<file path="src/rtl/fbuf_pkg.sv">
package fbuf_pkg;

    localparam int unsigned RANKS = 2;

    typedef struct packed {
        logic [RANKS-1:0] clk_en;
        logic [RANKS-1:0] term;
        logic [RANKS-1:0] sel_n;
    } ctl_word_t;

    localparam ctl_word_t CTL_ZERO = '{clk_en: '0, term: '0, sel_n: '0};

endpackage

</file>
<file path="src/rtl/fbuf_gate.sv">
module fbuf_gate
    import fbuf_pkg::*;
(
    input  logic             gate_en,
    input  logic [RANKS-1:0] sel_n_in,
    output logic             load
);

    logic all_idle;

    always_comb begin
        all_idle = &sel_n_in;
        load     = !(gate_en && all_idle);
    end

endmodule

</file>
<file path="src/rtl/fbuf_ctl_bank.sv">
module fbuf_ctl_bank
    import fbuf_pkg::*;
#(
    parameter int unsigned COPIES = 2
) (
    input  logic      clk,
    input  logic      rst_n,
    input  ctl_word_t ctl_in,
    output ctl_word_t ctl_out [COPIES]
);

    for (genvar c = 0; c < COPIES; c++) begin : g_copy
        ctl_word_t ctl_d, ctl_q;

        always_comb begin
            ctl_d = ctl_in;
        end

        always_ff @(posedge clk or negedge rst_n) begin
            if (!rst_n) ctl_q <= CTL_ZERO;
            else        ctl_q <= ctl_d;
        end

        assign ctl_out[c] = ctl_q;

        AST_CTL_TRACKS: assert property (@(posedge clk) disable iff (!rst_n)
            1'b1 |=> (ctl_q == $past(ctl_in))) else $error("ctl lane missed update");
    end

endmodule

</file>
<file path="src/rtl/fbuf_data_bank.sv">
module fbuf_data_bank #(
    parameter int unsigned DATA_W = 22,
    parameter int unsigned COPIES = 2
) (
    input  logic              clk,
    input  logic              rst_n,
    input  logic              load,
    input  logic [DATA_W-1:0] din,
    output logic [DATA_W-1:0] dout [COPIES]
);

    typedef struct packed {
        logic [DATA_W-1:0] word;
    } lane_state_t;

    for (genvar c = 0; c < COPIES; c++) begin : g_copy
        lane_state_t st_d, st_q;

        always_comb begin
            st_d = st_q;
            if (load) st_d.word = din;
        end

        always_ff @(posedge clk or negedge rst_n) begin
            if (!rst_n) st_q <= '0;
            else        st_q <= st_d;
        end

        assign dout[c] = st_q.word;

        AST_LOAD_TAKES_DIN: assert property (@(posedge clk) disable iff (!rst_n)
            load |=> (st_q.word == $past(din))) else $error("data not loaded");
        AST_HOLD_KEEPS: assert property (@(posedge clk) disable iff (!rst_n)
            !load |=> $stable(st_q.word)) else $error("held data changed");
    end

endmodule

</file>
<file path="src/rtl/csgate_fanout_reg.sv">
module csgate_fanout_reg
    import fbuf_pkg::*;
#(
    parameter int unsigned DATA_W = 22
) (
    input  logic              clk,
    input  logic              rst_n,
    input  logic              gate_en,
    input  logic [DATA_W-1:0] din,
    input  logic [RANKS-1:0]  clk_en_in,
    input  logic [RANKS-1:0]  term_in,
    input  logic [RANKS-1:0]  sel_n_in,
    output logic [DATA_W-1:0] dq_a,
    output logic [DATA_W-1:0] dq_b,
    output logic [RANKS-1:0]  clk_en_a,
    output logic [RANKS-1:0]  clk_en_b,
    output logic [RANKS-1:0]  term_a,
    output logic [RANKS-1:0]  term_b,
    output logic [RANKS-1:0]  sel_n_a,
    output logic [RANKS-1:0]  sel_n_b
);

    localparam int unsigned COPIES = 2;

    logic              data_load;
    logic [DATA_W-1:0] dq_copy [COPIES];
    ctl_word_t         ctl_in;
    ctl_word_t         ctl_copy [COPIES];

    fbuf_gate i_gate (
        .gate_en  (gate_en),
        .sel_n_in (sel_n_in),
        .load     (data_load)
    );

    fbuf_data_bank #(.DATA_W(DATA_W), .COPIES(COPIES)) i_data (
        .clk   (clk),
        .rst_n (rst_n),
        .load  (data_load),
        .din   (din),
        .dout  (dq_copy)
    );

    always_comb begin
        ctl_in.clk_en = clk_en_in;
        ctl_in.term   = term_in;
        ctl_in.sel_n  = sel_n_in;
    end

    fbuf_ctl_bank #(.COPIES(COPIES)) i_ctl (
        .clk     (clk),
        .rst_n   (rst_n),
        .ctl_in  (ctl_in),
        .ctl_out (ctl_copy)
    );

    always_comb begin
        dq_a     = dq_copy[0];
        dq_b     = dq_copy[1];
        clk_en_a = ctl_copy[0].clk_en;
        clk_en_b = ctl_copy[1].clk_en;
        term_a   = ctl_copy[0].term;
        term_b   = ctl_copy[1].term;
        sel_n_a  = ctl_copy[0].sel_n;
        sel_n_b  = ctl_copy[1].sel_n;
    end

    AST_BANKS_EQUAL: assert property (@(posedge clk) disable iff (!rst_n)
        (dq_a == dq_b) && (clk_en_a == clk_en_b) && (term_a == term_b) && (sel_n_a == sel_n_b))
        else $error("banks differ");
    AST_SELECT_LOADS: assert property (@(posedge clk) disable iff (!rst_n)
        !(&sel_n_in) |=> (dq_a == $past(din))) else $error("selected cycle held");
    AST_RESET_CLEARS: assert property (@(posedge clk)
        !rst_n |-> (dq_a == '0 && dq_b == '0 && clk_en_a == '0 && term_b == '0 && sel_n_a == '0))
        else $error("outputs not cleared in reset");
    AST_UNGATED_LOADS: assert property (@(posedge clk) disable iff (!rst_n)
        !gate_en |=> (dq_b == $past(din))) else $error("ungated lane held");

endmodule

</file>
<file path="config.mk">
export PLATFORM = sky130hd
export DESIGN_NAME = csgate_fanout_reg
export DESIGN_NICKNAME = d
export VERILOG_FILES = /design/src/rtl/fbuf_pkg.sv /design/src/rtl/fbuf_gate.sv /design/src/rtl/fbuf_ctl_bank.sv /design/src/rtl/fbuf_data_bank.sv /design/src/rtl/csgate_fanout_reg.sv
export SDC_FILE = /design/constraint.sdc
export NUM_CORES = 1
export LEC_CHECK = 0
export BUFFER_PORTS_ARGS = -buffer_cell sky130_fd_sc_hd__buf_2
export CAP_MARGIN = 30
export CORE_MARGIN = 5
export CORE_UTILIZATION = 46
export CTS_BUF_LIST = sky130_fd_sc_hd__clkbuf_2
export CTS_CLUSTER_DIAMETER = 50
export DETAILED_ROUTE_END_ITERATION = 8
export GPL_TIMING_DRIVEN = 0
export PLACE_DENSITY_LB_ADDON = 0.1
export REMOVE_ABC_BUFFERS = 1
export SLEW_MARGIN = 20
export SYNTH_ARGS = -nofsm -noshare
export SYNTH_HDL_FRONTEND = slang
export SYNTH_SLANG_ARGS = --single-unit
</file>
<file path="constraint.sdc">
create_clock -name clk -period 2.2 [get_ports clk]
set_input_delay 0.22 -clock clk [delete_from_list [all_inputs] [get_ports clk]]
set_output_delay 0.22 -clock clk [all_outputs]
set_load 0.03 [all_outputs]
</file>
# Yosys cells after proc, flatten, opt, wreduce, memory -nomap -nowiden
# Index checks and enable logic that the tools add are counted.
# op_classes
reduce_logical,2
# op_table
op,count
$reduce_and A2 Y1,1
$logic_and A1 B1 Y1,1
# word_totals
regBits,28
in_bits,31
elab_cells,6

# Longest topological paths before layout
# logic_depth
word_depth,2
mapped_depth,3

# Cells and area by module
# From an unflattened synthesis, not the netlist that was laid out.
# unflattened
cells_unflattened,81
area_unflattened_um2,1186.1
# by_module_without_submodules
mod,n_inst,cells_each,area_per_inst_um2,seq_area_each_um2
fbuf_data_bank,1,68,985.9,550.5
fbuf_ctl_bank,1,12,195.2,150.1
fbuf_gate,1,1,5.0,0.0

# Worst setup path before layout
# Ideal clock, no wire load.
# synth_path
path_type,flip-flop to output port
start,register i_data.g_copy[0].st_q[0] (netlist name)
end,output port dq_b[0]
arrival_ns,0.721
path_slack_ns,1.259
path_stages_with_launch,2
path_cell_list,dfrtp_1 buf_4
# synth_rtl
item,line,source
end: declaration,csgate_fanout_reg.sv:14,"output logic [DATA_W-1:0] dq_b,"

# Worst setup path in the final report
# layout_path
start,input port sel_n_in[0]
end,register i_data.g_copy[0].st_q[5] (netlist bit)
# layout_via
elab_chain_cells,2
# layout_rtl
item,line,source
start: declaration,csgate_fanout_reg.sv:12,"input logic [RANKS-1:0] sel_n_in,"
$reduce_and A2 Y1,fbuf_gate.sv:12,all_idle = &sel_n_in;
$logic_and A1 B1 Y1,fbuf_gate.sv:13,load = !(gate_en && all_idle);
end signal: assignment,fbuf_data_bank.sv:26,else st_q <= st_d;
end: declaration,fbuf_data_bank.sv:17,"lane_state_t st_d, st_q;"
# No other way between the ends.
# A chain may end at the register's enable or synchronous reset.

==> metrics.csv <==
stage,metric,value,unit
placement,number of port buffers,86,
hold_path,Hold WC Path Type,in -> reg,
logic_synthesis,mapped cell area,1270,µm²
logic_synthesis,synthesized area per cell,15.6,µm²
clocking,clk sink count,28,
placement,Post-DP HPWL,2.00,mm
sta,RSZ-0062 raised after global routing,no,
worst_setup_path,Crit Path Class,in -> reg,
global_routing,first-pass GRT wire length,4.22,mm
sta,Worst-Margin Slew,0.756,ns
die,initial core utilization,47.1,%
logic_synthesis,register bit total from synthesis,28,
clocking,clock latency at the later pin of the worst-skew pair,0.34,ns
clocking,CTS tree,yes,
sta,setup_tns,0,ns
die,Die Y,62.5,µm
die,I/O pins,87,
clocking,CTS max path bufs,2,
power_and_ir_drop,PD cells,676,nW/µm²
worst_setup_path,Critical Path Sink Type,register,
worst_setup_path,Crit-path slowest cell,nand3_2,
final_layout,layout cells sized above 1,75.7,%
sta,final hold violation count,0,
clocking,htree depth,1,
detailed_routing,Initial DRT Pass Iterations,4,
global_routing,largest net degree at the start of global routing,29,
worst_setup_path,Worst Path Buf+Inv,2,
clocking,total CTS buffers,3,
logic_synthesis,Synth Warn #,0,
worst_setup_path,Max stage delay on crit path,0.59,ns
sta,max frequency,581,MHz
logic_synthesis,Netlist cell types,6,
global_routing,GRT Total Usage,12.9,%
detailed_routing,ANT nets after route,0,
worst_setup_path,CP max FO,22,
final_layout,Inserted Diodes,0,
flow_run,Max-Cap Viols,0,
global_routing,initial antenna violation count,0,
logic_synthesis,Mapped Cells,81,
worst_setup_path,"critical path, cell by cell",dlygate4sd3_1 > buf_2 > nand3_2 > mux2_4,
final_layout,Layout Cells excl Fill,179,
global_routing,vias in the first global route,905,
detailed_routing,Post-Route WL,2.54,mm
placement,dpl cells,168,
clocking,Root Buffer,clkbuf_2,
final_layout,Area Overhead vs Synth,25.7,%
final_layout,final net count,180,
sta,final clock period utilization by the worst path,78.2,%
placement,routability cong.,0.647,
detailed_routing,DRT iter0 DRCs,17,
worst_setup_path,"Req. time, crit path",2.45,ns
die,row cnt,19,
worst_setup_path,CP top delay family,buffers and inverters,
detailed_routing,post-DR wirelength/cell,14.2,µm
global_routing,final global-route overflow total,0,
die,width of the die,62.5,µm
clocking,clk slew on worst S/H paths,0.24,ns
logic_synthesis,share of the yosys chip area belonging to registers,55.3,%
worst_setup_path,Critical Path AT,1.97,ns
sta,Rel. slew slack,49.6,%
die,core area,2690,µm²
detailed_routing,total number of vias,811,
sta,final setup fails,0,
power_and_ir_drop,worst vdd ir,0.389,mV
sta,skew final,0,ns
sta,crit path time final,1.72,ns
die,Die Area,3900,µm²
detailed_routing,via/cell ratio,4.53,
status,status,"finished, final reports clean",
sta,max-slew violation count,0,
worst_setup_path,Worst setup SP type,primary input,
power_and_ir_drop,leakage dissipation,0.905,nW
detailed_routing,DRC viols,0,
==> cells in the final DEF (no fill, tap or decap), drive strengths merged <==
cell type	instances
nand3	1
clkbuf	3
mux2	22
clkinv	1
buf	86
dfrtp	28
dlygate4sd3	7
==> routing by layer <==
layer	routed length [µm]	vias up	global-route usage, %
li1	-	374	-
met1	916	390	13.1
met2	1340	47	24.4
met3	284	0	5.58
met4	0	0	2.39
met5	0	-	0
==> sequential cells by signal (all words and copies together) (netlist names) <==
name,flops
i_ctl.ctl_out,6
i_data.g_copy.st_q,22
==> timing repair <==
action	CTS	global route
hold buffers	7	0
setup endpoints to repair	0	0
endpoints found under the hold margin	34	0
buffers inserted	0	0
resized for setup	0	0
==> final timing paths <==
| check | end | slack [ns] | startpoint | cells after the start |
|---|---|---|---|---|
| max | i_data.g_copy[0].st_q[5] | 0.48 | sel_n_in[0] | 4 |
| min | i_data.g_copy[0].st_q[15] | 0.08 | din[15] | 2 |
| max reg2reg | i_data.g_copy[0].st_q[3] | 1.39 | i_data.g_copy[0].st_q[3] | 1 |
| min reg2reg | i_data.g_copy[0].st_q[1] | 0.56 | i_data.g_copy[0].st_q[1] | 1 |
| max in group asynchronous | i_data.g_copy[0].st_q[11] | 1.44 | rst_n | 2 |
| min in group asynchronous | i_data.g_copy[0].st_q[3] | 0.37 | rst_n | 2 |
==> per-stage QoR <==
stage | setup slack (ns) | util (%) | power [mW] | hold slack (ns) | instance area [µm²]
2_1_floorplan | 0.921 | - | 0.783 | -0.0756 | 1030
3_3_place_gp | 0.607 | 55.9 | 0.899 | 0.267 | 1500
3_5_place_dp | 0.590 | 55.9 | 0.903 | 0.272 | 1500
4_1_cts | 0.474 | 59.2 | 1.09 | 0.0561 | 1590
5_1_grt | 0.445 | 59.2 | 1.13 | 0.0257 | 1590
6_report | 0.479 | 59.2 | 1.08 | 0.0831 | 1590
==> where the power goes <==
group	internal, mW	switching, mW
Clock	0.0395	0.138
Sequential	0.550	0.0237
Combinational	0.118	0.207
==> cell type report <==
cell class	count	area (µm²)
Clock inverter	1	3.75
Multi-Input combinational cell	23	333
Clock buffer	3	15.0
Tap cell	31	38.8
Sequential cell	28	701
Fill cell	233	1090
Timing Repair Buffer	93	500
==> Yosys cell counts <==
cell type	count	area, µm²
buf_4	28	210
dfrtp_1	28	701
mux2_4	20	300
buf_6	2	22.5
mux2_2	2	22.5
nand3_2	1	10.0
==> logic make-up after synthesis <==
group	share of synthesized area [%]
buf+inv	18.4
flops	55.3
mux	25.5
simple gates	0.791
No activity file was read; power rests on OpenSTA's default activity.
